## config.mk

```make
export PLATFORM = sky130hd
export DESIGN_NAME = txdma_engine
export DESIGN_NICKNAME = d
export VERILOG_FILES = /design/src/rtl/txdma_pkg.sv /design/src/rtl/txdma_lane_sel.sv /design/src/rtl/txdma_chunk_ctr.sv /design/src/rtl/txdma_engine.sv
export SDC_FILE = /design/constraint.sdc
export NUM_CORES = 1
export LEC_CHECK = 0
export CAP_MARGIN = 20
export CORE_AREA = 4 4 262 161
export CTS_CLUSTER_SIZE = 25
export DETAILED_ROUTE_END_ITERATION = 8
export DIE_AREA = 0 0 266 165
export MAX_ROUTING_LAYER = met4
export PLACE_DENSITY = 0.73
export SLEW_MARGIN = 20
export SYNTH_ARGS = -nofsm -noshare
export SYNTH_HDL_FRONTEND = slang
export SYNTH_HIERARCHICAL = 1
export SYNTH_SLANG_ARGS = --single-unit
```

## constraint.sdc

```tcl
create_clock -name clk -period 4.45 [get_ports clk]
set_input_delay 0.89 -clock clk [delete_from_list [all_inputs] [get_ports clk]]
set_output_delay 0.89 -clock clk [all_outputs]
set_load 0.005 [all_outputs]
```

## src/rtl/txdma_pkg.sv

```systemverilog
package txdma_pkg;

    // Word index within a four-word data descriptor
    localparam int W_NEXT  = 0;
    localparam int W_BUF   = 1;
    localparam int W_FLAGS = 2;
    localparam int W_END   = 3;
    localparam int DESC_WORDS = 4;

    // Bit positions in the descriptor flags word
    localparam int F_EOL  = 0;
    localparam int F_OEOP = 3;
    localparam int F_INTR = 4;

    // Disable bit in the context record flags word (at offset +4)
    localparam int CTX_DIS     = 15;
    localparam int CTX_FLAG_OF = 4;

    typedef enum logic [2:0] {
        S_IDLE,
        S_FETCH,
        S_RDBUF,
        S_SEND,
        S_FIN,
        S_WB,
        S_CTX_RD,
        S_CTX_WR
    } txdma_state_e;

    typedef logic [31:0] txdma_word_t;

    function automatic logic [3:0] word_offset(input logic [1:0] idx);
        return {idx, 2'b00};
    endfunction

endpackage

```

## src/rtl/txdma_lane_sel.sv

```systemverilog
module txdma_lane_sel
    import txdma_pkg::*;
(
    input  txdma_word_t word_i,
    input  logic [1:0]  sel_i,
    output logic [7:0]  byte_o
);
    logic [7:0] lanes [4];

    for (genvar g = 0; g < 4; g++) begin : g_lane
        assign lanes[g] = word_i[8*g +: 8];
    end

    assign byte_o = lanes[sel_i];
endmodule

```

## src/rtl/txdma_chunk_ctr.sv

```systemverilog
module txdma_chunk_ctr #(
    parameter int CHUNK = 2048
) (
    input  logic clk,
    input  logic rst,
    input  logic clr_i,
    input  logic inc_i,
    output logic wrap_o
);
    localparam int CW = (CHUNK > 1) ? $clog2(CHUNK) : 1;
    localparam logic [CW-1:0] LAST = CW'(CHUNK - 1);

    logic [CW-1:0] cnt_q;

    assign wrap_o = inc_i && (cnt_q == LAST);

    always_ff @(posedge clk) begin
        if (rst || clr_i) begin
            cnt_q <= '0;
        end else if (inc_i) begin
            cnt_q <= wrap_o ? '0 : cnt_q + 1'b1;
        end
    end
endmodule

```

## src/rtl/txdma_engine.sv

```systemverilog
module txdma_engine
    import txdma_pkg::*;
#(
    parameter int AW    = 32,
    parameter int CHUNK = 2048
) (
    input  logic          clk,
    input  logic          rst,
    input  logic          start_i,
    input  logic [AW-1:0] start_desc_i,
    input  logic [AW-1:0] ctx_addr_i,
    output logic          mem_req_o,
    output logic          mem_we_o,
    output logic [AW-1:0] mem_addr_o,
    output logic [31:0]   mem_wdata_o,
    input  logic          mem_ack_i,
    input  logic [31:0]   mem_rdata_i,
    output logic          out_valid_o,
    output logic [7:0]    out_data_o,
    output logic          out_last_o,
    input  logic          out_ready_i,
    output logic          busy_o,
    output logic          eol_o,
    output logic          intr_set_o,
    output logic [AW-1:0] cur_ptr_o,
    output logic [AW-1:0] saved_data_o,
    output logic [AW-1:0] saved_buf_o
);
    txdma_state_e  state_q;
    logic [1:0]    widx_q;
    txdma_word_t   desc_q [DESC_WORDS];
    txdma_word_t   word_q;
    txdma_word_t   ctx_word_q;
    logic [AW-1:0] desc_addr_q;
    logic [AW-1:0] ctx_addr_q;
    logic [AW-1:0] ptr_q;
    logic [AW-1:0] cur_ptr_q;
    logic [AW-1:0] saved_data_q;
    logic [AW-1:0] saved_buf_q;
    logic          eol_q;

    logic [AW-1:0] buf_start;
    logic [AW-1:0] buf_end;
    logic [AW-1:0] next_ptr;
    logic [AW-1:0] ptr_nxt;
    logic          accept;
    logic          fetch_done;
    logic          chunk_wrap;

    assign buf_start  = desc_q[W_BUF][AW-1:0];
    assign buf_end    = desc_q[W_END][AW-1:0];
    assign next_ptr   = desc_q[W_NEXT][AW-1:0];
    assign ptr_nxt    = ptr_q + 1'b1;
    assign accept     = (state_q == S_SEND) && out_ready_i;
    assign fetch_done = (state_q == S_FETCH) && mem_ack_i && (widx_q == 2'd3);

    txdma_chunk_ctr #(.CHUNK(CHUNK)) u_chunk (
        .clk    (clk),
        .rst    (rst),
        .clr_i  (fetch_done),
        .inc_i  (accept),
        .wrap_o (chunk_wrap)
    );

    txdma_lane_sel u_lane (
        .word_i (word_q),
        .sel_i  (ptr_q[1:0]),
        .byte_o (out_data_o)
    );

    // Memory port decode
    always_comb begin
        mem_req_o   = 1'b0;
        mem_we_o    = 1'b0;
        mem_addr_o  = '0;
        mem_wdata_o = '0;
        unique case (state_q)
            S_FETCH: begin
                mem_req_o  = 1'b1;
                mem_addr_o = desc_addr_q + AW'(word_offset(widx_q));
            end
            S_RDBUF: begin
                mem_req_o  = 1'b1;
                mem_addr_o = {ptr_q[AW-1:2], 2'b00};
            end
            S_WB: begin
                mem_req_o   = 1'b1;
                mem_we_o    = 1'b1;
                mem_addr_o  = desc_addr_q + AW'(word_offset(widx_q));
                mem_wdata_o = desc_q[widx_q];
            end
            S_CTX_RD: begin
                mem_req_o  = 1'b1;
                mem_addr_o = ctx_addr_q + AW'(CTX_FLAG_OF);
            end
            S_CTX_WR: begin
                mem_req_o   = 1'b1;
                mem_we_o    = 1'b1;
                mem_addr_o  = ctx_addr_q + AW'(CTX_FLAG_OF);
                mem_wdata_o = ctx_word_q;
            end
            default: ;
        endcase
    end

    assign out_valid_o  = (state_q == S_SEND);
    assign out_last_o   = (state_q == S_SEND) && (ptr_nxt == buf_end)
                          && desc_q[W_FLAGS][F_OEOP];
    assign intr_set_o   = (state_q == S_FIN) && desc_q[W_FLAGS][F_INTR];
    assign busy_o       = (state_q != S_IDLE);
    assign eol_o        = eol_q;
    assign cur_ptr_o    = cur_ptr_q;
    assign saved_data_o = saved_data_q;
    assign saved_buf_o  = saved_buf_q;

    always_ff @(posedge clk) begin
        if (rst) begin
            state_q      <= S_IDLE;
            widx_q       <= '0;
            word_q       <= '0;
            ctx_word_q   <= '0;
            desc_addr_q  <= '0;
            ctx_addr_q   <= '0;
            ptr_q        <= '0;
            cur_ptr_q    <= '0;
            saved_data_q <= '0;
            saved_buf_q  <= '0;
            eol_q        <= 1'b0;
            for (int i = 0; i < DESC_WORDS; i++) begin
                desc_q[i] <= '0;
            end
        end else begin
            unique case (state_q)
                S_IDLE: begin
                    if (start_i) begin
                        eol_q        <= 1'b0;
                        desc_addr_q  <= start_desc_i;
                        saved_data_q <= start_desc_i;
                        ctx_addr_q   <= ctx_addr_i;
                        widx_q       <= '0;
                        state_q      <= S_FETCH;
                    end
                end
                S_FETCH: begin
                    if (mem_ack_i) begin
                        desc_q[widx_q] <= mem_rdata_i;
                        widx_q         <= widx_q + 1'b1;
                        if (widx_q == 2'd3) begin
                            ptr_q       <= buf_start;
                            saved_buf_q <= buf_start;
                            cur_ptr_q   <= desc_addr_q;
                            state_q     <= (mem_rdata_i[AW-1:0] == buf_start)
                                           ? S_FIN : S_RDBUF;
                        end
                    end
                end
                S_RDBUF: begin
                    if (mem_ack_i) begin
                        word_q  <= mem_rdata_i;
                        state_q <= S_SEND;
                    end
                end
                S_SEND: begin
                    if (out_ready_i) begin
                        ptr_q <= ptr_nxt;
                        if (ptr_nxt == buf_end) begin
                            saved_buf_q <= ptr_nxt;
                            state_q     <= S_FIN;
                        end else begin
                            if (chunk_wrap) begin
                                saved_buf_q <= ptr_nxt;
                            end
                            if (ptr_nxt[1:0] == 2'b00) begin
                                state_q <= S_RDBUF;
                            end
                        end
                    end
                end
                S_FIN: begin
                    widx_q  <= '0;
                    state_q <= S_WB;
                end
                S_WB: begin
                    if (mem_ack_i) begin
                        widx_q <= widx_q + 1'b1;
                        if (widx_q == 2'd3) begin
                            if (desc_q[W_FLAGS][F_EOL]) begin
                                state_q <= S_CTX_RD;
                            end else begin
                                desc_addr_q  <= next_ptr;
                                saved_data_q <= next_ptr;
                                state_q      <= S_FETCH;
                            end
                        end
                    end
                end
                S_CTX_RD: begin
                    if (mem_ack_i) begin
                        ctx_word_q <= mem_rdata_i | (32'd1 << CTX_DIS);
                        state_q    <= S_CTX_WR;
                    end
                end
                S_CTX_WR: begin
                    if (mem_ack_i) begin
                        eol_q   <= 1'b1;
                        state_q <= S_IDLE;
                    end
                end
                default: state_q <= S_IDLE;
            endcase
        end
    end
endmodule

```

# Word level (Yosys, flattened, before mapping)
# Memory sizes are Yosys's and may differ from the RTL's. A register that Yosys moved wholly into a read port is not among the register bits.
# Index checks and enable logic that the tools add are counted.
dict set report classes {
  n_addsub 5
  mul 0
  n_div 0
  n_lt_le_gt_ge 1
  n_eq_ne 24
  shifts 0
  muxes 52
  bitwise_logic 1
  n_reduce_logical 30
}
# operator count
set op_table {}
lappend op_table {{$mux 32} 11}
lappend op_table {{$pmux 32 s2} 4}
lappend op_table {{$pmux 32 s3} 1}
lappend op_table {{$eq 32x32->1} 2}
lappend op_table {{$mux 3} 13}
lappend op_table {{$add 32x1->32 const B} 1}
lappend op_table {{$add 32x3->32 const B} 1}
lappend op_table {{$add 32x4->32} 1}
lappend op_table {{$reduce_or 32->1} 1}
lappend op_table {{$pmux 3 s8} 1}
lappend op_table {{$bmux 8 s2} 1}
lappend op_table {{$mux 8} 2}
lappend op_table {{$ne 2x2->1 const B} 8}
lappend op_table {{$eq 3x3->1 const B} 4}
lappend op_table {{$add 11x1->11 const B} 1}
lappend op_table {{$eq 11x11->1 const B} 1}
lappend op_table {{$mux 1} 11}
lappend op_table {{$mux 11} 1}
lappend op_table {{$mux 2} 5}
lappend op_table {{$reduce_and 10->1} 1}
lappend op_table {{$reduce_and 5->1} 2}
lappend op_table {{$reduce_and 3->1} 3}
lappend op_table {{$logic_and 1x1->1} 7}
lappend op_table {{$eq 3x2->1 const B} 2}
lappend op_table {{18 further kinds} 28}
dict set report totals {
  register_bits 241
  latchBits 0
  ramBits 128
  mem_bits_ro 0
  inputBits 101
  out_inout_bits 175
  elab_cells 125
  mem_count 1
}
# memory depth width rd rd_ports_with_merged_regs write_ports line_no
set memory_table {}
lappend memory_table {desc_q 4 32 5 1 4 txdma_engine.sv:31} ;# txdma_word_t desc_q [DESC_WORDS];

# Logic depth before layout (Yosys ltp)
# Gate-level depths: netlist of run 1.
dict set report depth {
  word_depth 7
  ltp_mapped 15
  depth_no_buf 10
}

# Hierarchy
# The synthesis of run 1 kept the hierarchy.
# mod n_inst cells_per_inst area_each_um2 seq_area_each_um2
set modules_own_cells {}
lappend modules_own_cells {txdma_engine 1 2135 18931.9 8488.1}
lappend modules_own_cells {txdma_chunk_ctr 1 58 550.5 220.2}
lappend modules_own_cells {txdma_lane_sel 1 10 196.4 0.0}

# Worst setup path after synthesis of run 1
# Ideal clock, no wire load.
dict set report synth_path {
  path_kind {reg-to-output}
  startpoint {register ptr_q[0]}
  endpoint {output out_last_o}
  arrival_time_ps 3637
  required_ps 3560
  setup_slack_ps -77
  stages_incl_launch_ff 12
  cell_sequence {dfxtp_1 > ha_1 > nand3_2 > buf_6 > or4_4 > nor2_8 > nor3_2 > or4_1 > or4_1 > or4_4 > nor2_1 > and2_1}
}
dict set report synth_between {
  elab_chain_len 4
}
# element line_no
set synth_lines {}
lappend synth_lines {{from (decl)} txdma_engine.sv:36} ;# logic [AW-1:0] ptr_q;
lappend synth_lines {{from (signal assigned)} txdma_engine.sv:149} ;# ptr_q <= buf_start;
lappend synth_lines {{from (signal assigned)} txdma_engine.sv:165} ;# ptr_q <= ptr_nxt;
lappend synth_lines {{$add 32x1->32} txdma_engine.sv:53} ;# assign ptr_nxt = ptr_q + 1'b1;
lappend synth_lines {{$eq 32x32->1} txdma_engine.sv:107} ;# assign out_last_o = (state_q == S_SEND) && (ptr_nxt == buf_end)
lappend synth_lines {{$logic_and 1x1->1} txdma_engine.sv:107}
lappend synth_lines {{$logic_and 1x1->1} txdma_engine.sv:108} ;# && desc_q[W_FLAGS][F_OEOP];
lappend synth_lines {{to (decl)} txdma_engine.sv:20} ;# output logic out_last_o,
# No other way between the ends.

# Worst setup path in the final report of run 1
dict set report layout_path {
  startpoint {register ptr_q[1]}
  endpoint {output out_last_o}
}
# The elaborated chain is that of the path after synthesis.

==> impl_metrics.toml, run 1 <==
[worst_setup_path]
reg2reg_depth = 13
worst_path_max_delay_cell = "or4_4"
r2r_end = "saved_buf_o[28]"
worstPathMaxFanout = 5
cp-end-kind = "output pin"
cpMostUsedCell = "buf_4"
cp.arrival_ps = 3970
r2r-start = "ptr_q[1]"
crit_type = "flip-flop to output pin"
crit_chain = "ha_4, nand3_4, buf_4, nor3_4, nor2_1, a311oi_1, buf_4, or4b_4, or4_1, or4_4, nor2_4, and2_4, buf_6"
cpPeakStageDelay_ps = 570
critPathRequiredTime_ps = 3560
worstSetupStartpointType = "flip-flop"
r2r_slack_ps = 440

[min_path]
min_path_cells = 2
worstHoldEndpoint = "word_q[27]"
hold_start = "word_q[27]"
hp-class = "flip-flop to flip-flop"

[global_route]
grtUsageTotal_pct = 39.2
grt.overflow.total = 0
grt_pass1_vias = 17759
grt_max_degree = 119
antenna_found_initial = 3
grt_pass1_wl_um = 122000

[route]
drc = 0
drtIter0Drc = 3194
drtPass1Iterations = 6
num_vias = 19476
totalWireLength_um = 86500
drtAntennaViolNets = 0
wl_met3_um = 13000
wl_met1_um = 37800
wl_met2_um = 33500
highest_layer = "met4"
vias_per_cell = 6.27
wl_per_cell_um = 27.9

[sta]
tightest_slew_ps = 1020
slew_viol_final = 0
relSlewSlack_pct = 31.1
fin_ws_ps = -410
rsz0062_at_grt = "yes"
layout_min_cycle_time_ps = 4860
fin_crit_sh_pct = 109
finClkSkew_ps = 22.9
max_freq_ghz = 0.206
final_hold_viol_count = 0
setup_viol = 1

[layout]
final_area_mm2 = 0.0255
nFillCells = 3267
nets = 2651
final_util_pct = 63.7
drive_gt1_share_pct = 15.4
area_delta_synth_final_pct = 29.3

[yosys]
synthTopCellsByCount = "432 x nand2_1, 243 x dfxtp_1, 204 x a21oi_1, 151 x clkbuf_1, 147 x nor2_1"
synth.most_common_cell = "nand2_1"
synth_compound_area_share_pct = 14.1
synth_area_mm2 = 0.0197
synth_simple_gate_area_share_pct = 25.0
synth-edff-count = 128
async_flop_share_pct = 0
synthTopCellsByArea = "dfxtp_1 25%, edfxtp_1 20%, nand2_1 8.2%, a21oi_1 5.2%, mux4_2 4.6%"
yosys_warnings = 6
ys_types = 78
yosys-mux-area-fraction_pct = 5.05
synth_top_family_by_area = "simple AND/OR/NAND/NOR gates"
synthCells = 2203
ys_ff_latch = 371
synth_ff_type = "dfxtp_1"
yosysTopAreaCell = "dfxtp_1"
synth_top_area_share_pct = 24.7
synthXorXnorAreaFrac_pct = 6.94
ys_seq_area_share_pct = 44.3
synth_area_per_cell_um2 = 8.93
synthAdderAreaFrac_pct = 0.483
synth_nets = 2311

[cts]
cts_inserted_buffers = 38
cts_tree = "done"
htree_levels = 2
insertion_delay_ps = 560
postCtsHoldBufs = 0
clockBufferDepth = 3
clk_pin_slew_ps = 60
cts_sinks = 371
cts-root-buf = "clkbuf_16"

[floorplan]
floorplan.die.width_um = 266
core_area_mm2 = 0.0399
std_cell_rows = 57
die_h_um = 165
dieArea_mm2 = 0.0439
start_util_pct = 49.3
io_pins = 276

[run]
drv_cap = 0

[placement]
dp.final_hpwl_um = 65900
dpl-instance-area_mm2 = 0.0240
port_buffers = 275
gp_congestion = 1.03

[power]
vdd_drop_max_mv = 0.345
p_leak_uw = 0.00913
power_density_mw_per_mm2 = 414

[outcome]
violations = "negative setup slack"
status = "finished with violations"
-- through the flow --
step | power, uW | hold WS (ps) | TNS [ps] | setup WS [ps] | std cells
finish | 10500 | 454 | -410 | -410 | 3104
global route | 10900 | 468 | -515 | -498 | 3104
CTS | 10400 | 453 | -524 | -524 | 3098
detailed placement | 7140 | 444 | -511 | -511 | 3029
global placement | 7090 | 439 | -581 | -581 | 3029
floorplan | 5580 | 433 | 0 | 20.8 | 2203
-- power by group --
part           total [uW]  switching (uW)  internal [uW]
clock network        3310            1460           1850
registers            4300             438           3860
logic                2930            1700           1230
-- cell families after synthesis --
logic type | Yosys count
AO/OA/AOI/OAI | 429
XOR/XNOR | 148
adder cells (fa/ha/maj) | 7
buffers and inverters | 204
flip-flops | 371
multiplexers | 49
AND/OR/NAND/NOR | 995
-- layer usage --
metal | vias to the layer above | global-route usage [%]
met3 | 138 | 13.8
met2 | 1379 | 50.6
met1 | 9465 | 58.4
li1 | 8494 | -
met5 | - | -
met4 | 0 | 8.21
-- critical path: cells and delay by family, from the launching register on --
| family | cells | cell delay (ps) |
|---|---|---|
| flops | 1 | 360 |
| buf+inv | 3 | 450 |
| fa+ha+maj | 1 | 160 |
| simple gates | 8 | 2200 |
| compound gates | 1 | 250 |
-- final cells by class --
class / instances / area [um2] / share of cell area, %
tap: 531 / 664 / 2.61
antenna: 2 / 5.00 / 0.0197
timing repair buffer: 482 / 4360 / 17.1
multi-input combinational: 1628 / 10400 / 40.7
sequential: 371 / 8730 / 34.3
inverter: 22 / 82.6 / 0.324
clock inverter: 19 / 210 / 0.826
clock buffer: 49 / 1040 / 4.10
-- sequential cells by signal (all words and copies together), names as in the netlist, named ones only --
register       cells
eol_o              1
ptr_q             32
state_q            3
ctx_word_q        32
u_chunk/cnt_q     11
widx_q             2
word_q            32
saved_buf_o       32
desc_q           128
cur_ptr_o         32
ctx_addr_q        32
saved_data_o      32
-- how the worst max path moves through the flow --
stage                   from          to  slack (ps)  cells after the start
finish              ptr_q[1]  out_last_o        -410                     13
global route        ptr_q[1]  out_last_o        -500                     13
CTS                 ptr_q[1]  out_last_o        -520                     12
detailed placement  ptr_q[1]  out_last_o        -510                     13
global placement    ptr_q[1]  out_last_o        -580                     13
floorplan           ptr_q[1]  out_last_o          20                     11
-- repair_timing --
item	CTS	global route
gates resized for setup	31	23
gates cloned	0	0
endpoints found under the setup margin	8	8
pin swaps	10	15
buffers inserted	1	4
endpoints found under the hold margin	0	0
-- layout by cell type, fill, tap and decap left out, types with 51 or more instances in the layout --
| cell | count |
|---|---|
| a21oi_1 | 204 |
| nor2_1 | 144 |
| edfxtp_1 | 128 |
| nand2_1 | 430 |
| xnor2_1 | 91 |
| nand4_1 | 65 |
| and2_1 | 110 |
| xor2_1 | 51 |
| clkdlybuf4s50_1 | 273 |
| and3_1 | 51 |
| dfxtp_1 | 230 |
| buf_4 | 201 |
(Power assumes the default switching activity.)
==> run 2, diff against run 1 <==
CORE_AREA = 4 4 263 162   (was 4 4 262 161)
DIE_AREA = 0 0 267 166   (was 0 0 266 165)
SYNTH_HIERARCHICAL = default   (was 1)
==> run 2 against run 1 <==
Net effect:
- the run still ends with negative setup slack left
- worst setup slack better by 370 ps
- synthesized cell count unchanged
- register-to-register slack improved by 100 ps
- worst hold slack better by 1.4 ps
- routed wire length down 1.9%
- non-clock buffer count fell by 40
- clock power shrank 6.6%
- largest cell class unchanged
- highest routed layer unchanged
==> impl_metrics.toml, run 2 <==
[outcome]
violations = "negative setup slack"
status = "finished with violations"

[sta]
relSlewSlack_pct = 30.3
rsz0062_at_grt = "yes"
layout_min_cycle_time_ps = 4490
tightest_slew_ps = 1050
finClkSkew_ps = 30.8
slew_viol_final = 0
max_freq_ghz = 0.223
fin_ws_ps = -40.7
fin_crit_sh_pct = 101
setup_viol = 1
final_hold_viol_count = 0

[layout]
area_delta_synth_final_pct = 26.8
final_cell_mix = "408 x nand2_1, 267 x clkdlybuf4s50_1, 225 x dfxtp_1"
nFillCells = 3362
largest_reg_flops = 128
final_area_mm2 = 0.0252
final_common_cell = "nand2_1"
nets = 2612
max_flop_register = "desc_q"
drive_gt1_share_pct = 14.2

[worst_setup_path]
worstSetupStartpointType = "flip-flop"
r2r_end = "saved_buf_o[22]"
worstPathMaxFanout = 8
cp-end-kind = "output pin"
cp-endpoint = "out_last_o"
r2r-start = "ptr_q[1]"
startpoint = "ptr_q[12]"
reg2reg_depth = 11
r2r_slack_ps = 540
cp.arrival_ps = 3600
crit_type = "flip-flop to output pin"
critPathRequiredTime_ps = 3560

[yosys]
yosys_warnings = 0
synth_simple_gate_area_share_pct = 25.6
ys_ff_latch = 371
synth.most_common_cell = "nand2_1"
ys_seq_area_share_pct = 43.9
synth_area_per_cell_um2 = 9.00
synthAdderAreaFrac_pct = 0.479
yosysTopAreaCell = "dfxtp_1"
synthTopCellsByArea = "dfxtp_1 25%, edfxtp_1 19%, nand2_1 7.8%, a21oi_1 5.1%, mux4_2 4.5%"
synthTopCellsByCount = "410 x nand2_1, 243 x dfxtp_1, 204 x a21oi_1, 144 x nor2_1, 143 x and2_1"
ys_types = 74
async_flop_share_pct = 0
synth_ff_type = "dfxtp_1"
synthCells = 2203
yosys-mux-area-fraction_pct = 4.95
synth-edff-count = 128
synth_top_family_by_area = "simple AND/OR/NAND/NOR gates"
synthXorXnorAreaFrac_pct = 6.93
synth_nets = 2311
synth_top_area_share_pct = 24.5
synth_compound_area_share_pct = 14.0
synth_area_mm2 = 0.0198

[global_route]
grt_max_degree = 87
antenna_found_initial = 2
grt_pass1_vias = 17645
grt.overflow.total = 0
grt_pass1_wl_um = 121000
grtUsageTotal_pct = 38.0

[floorplan]
io_pins = 276
floorplan.die.width_um = 267
start_util_pct = 49.5
std_cell_rows = 57
core_area_mm2 = 0.0401
dieArea_mm2 = 0.0443
die_h_um = 166

[cts]
cts-root-buf = "clkbuf_16"
htree_levels = 2
cts_sinks = 371
clk_pin_slew_ps = 70
cts_tree = "done"
postCtsHoldBufs = 0
cts_inserted_buffers = 36
insertion_delay_ps = 570
clockBufferDepth = 3

[route]
wl_per_cell_um = 27.7
drtAntennaViolNets = 0
num_vias = 19156
totalWireLength_um = 84900
drtPass1Iterations = 5
drc = 0
vias_per_cell = 6.25
drtIter0Drc = 3123

[run]
drv_cap = 0

[min_path]
hp-class = "flip-flop to flip-flop"

[placement]
port_buffers = 275
gp_congestion = 1.02
dpl-instance-area_mm2 = 0.0237
dp.final_hpwl_um = 64000
dpl_worst_slack_ps = -33.4

[power]
power_density_mw_per_mm2 = 447
p_leak_uw = 0.00886
vdd_drop_max_mv = 0.429
total_power_uw = 11200
## run 2: final cells by class
type,count,area (um2),area share [%]
Clock inverter,17,150,0.597
Inverter,22,82.6,0.328
Tap cell,531,664,2.64
Clock buffer,47,993,3.95
Sequential cell,371,8740,34.7
Timing Repair Buffer,442,4020,16.0
Antenna cell,2,5.00,0.0199
Multi-Input combinational cell,1631,10500,41.8
## run 2: metrics by stage
step                      hold slack (ps)  instances  setup TNS, ps  utilization [%]
after floorplan                       433       2203              0                -
after global placement                439       2978          -55.5             59.1
after detailed placement              447       2978          -33.4             59.1
after CTS                             456       3050          -39.6             62.3
after global routing                  468       3062           -222             62.8
final                                 455       3063          -40.7             62.8
## run 2: power by group
group          total, uW  leakage (uW)  switching (uW)  internal (uW)
Clock               3090      0.000546            1440           1650
Sequential          4550       0.00330             611           3940
Combinational       3600       0.00501            2090           1510
Total              11200       0.00886            4140           7100
## run 2: how the worst min path moves through the flow
stage | startpoint | to | slack, ps | cells past startpoint
2_1_floorplan | word_q[16] | word_q[16] | 430 | 2
3_3_place_gp | word_q[31] | word_q[31] | 440 | 2
3_5_place_dp | ctx_word_q[30] | ctx_word_q[30] | 450 | 2
4_1_cts | ctx_word_q[30] | ctx_word_q[30] | 460 | 2
5_1_grt | ctx_word_q[3] | ctx_word_q[3] | 470 | 2
6_report | cur_ptr_o[1] | cur_ptr_o[1] | 460 | 2
## run 2: logic make-up after synthesis
logic type / after synthesis
multiplexers: 48
XOR/XNOR: 157
flip-flops: 371
buffers and inverters: 201
AND/OR/NAND/NOR: 981
AO/OA/AOI/OAI: 438
adder cells (fa/ha/maj): 7
## run 2: timing repair
action                     CTS  global route
setup endpoints to repair    9             9
hold endpoints to repair     0             0
pin swaps                   11            13
setup buffers                8            11
resized for setup           32            31
## run 2: worst max-delay path: stages, from the launching register on
cell             delay (ps)
dfxtp_4                 410
nand4_1                 200
buf_4                   200
or4_4                   570
mux2i_1                 150
a311o_1                 300
nor4b_2                 240
nand4_1                 250
nor3_4                  290
and3_1                  190
clkdlybuf4s15_2         230
## run 2: routing by layer
metal  wire (um)  GRT usage, %
met2       33200          49.3
met4        2150          8.33
met3       11600          10.9
met1       37900          58.0
met5           0             -
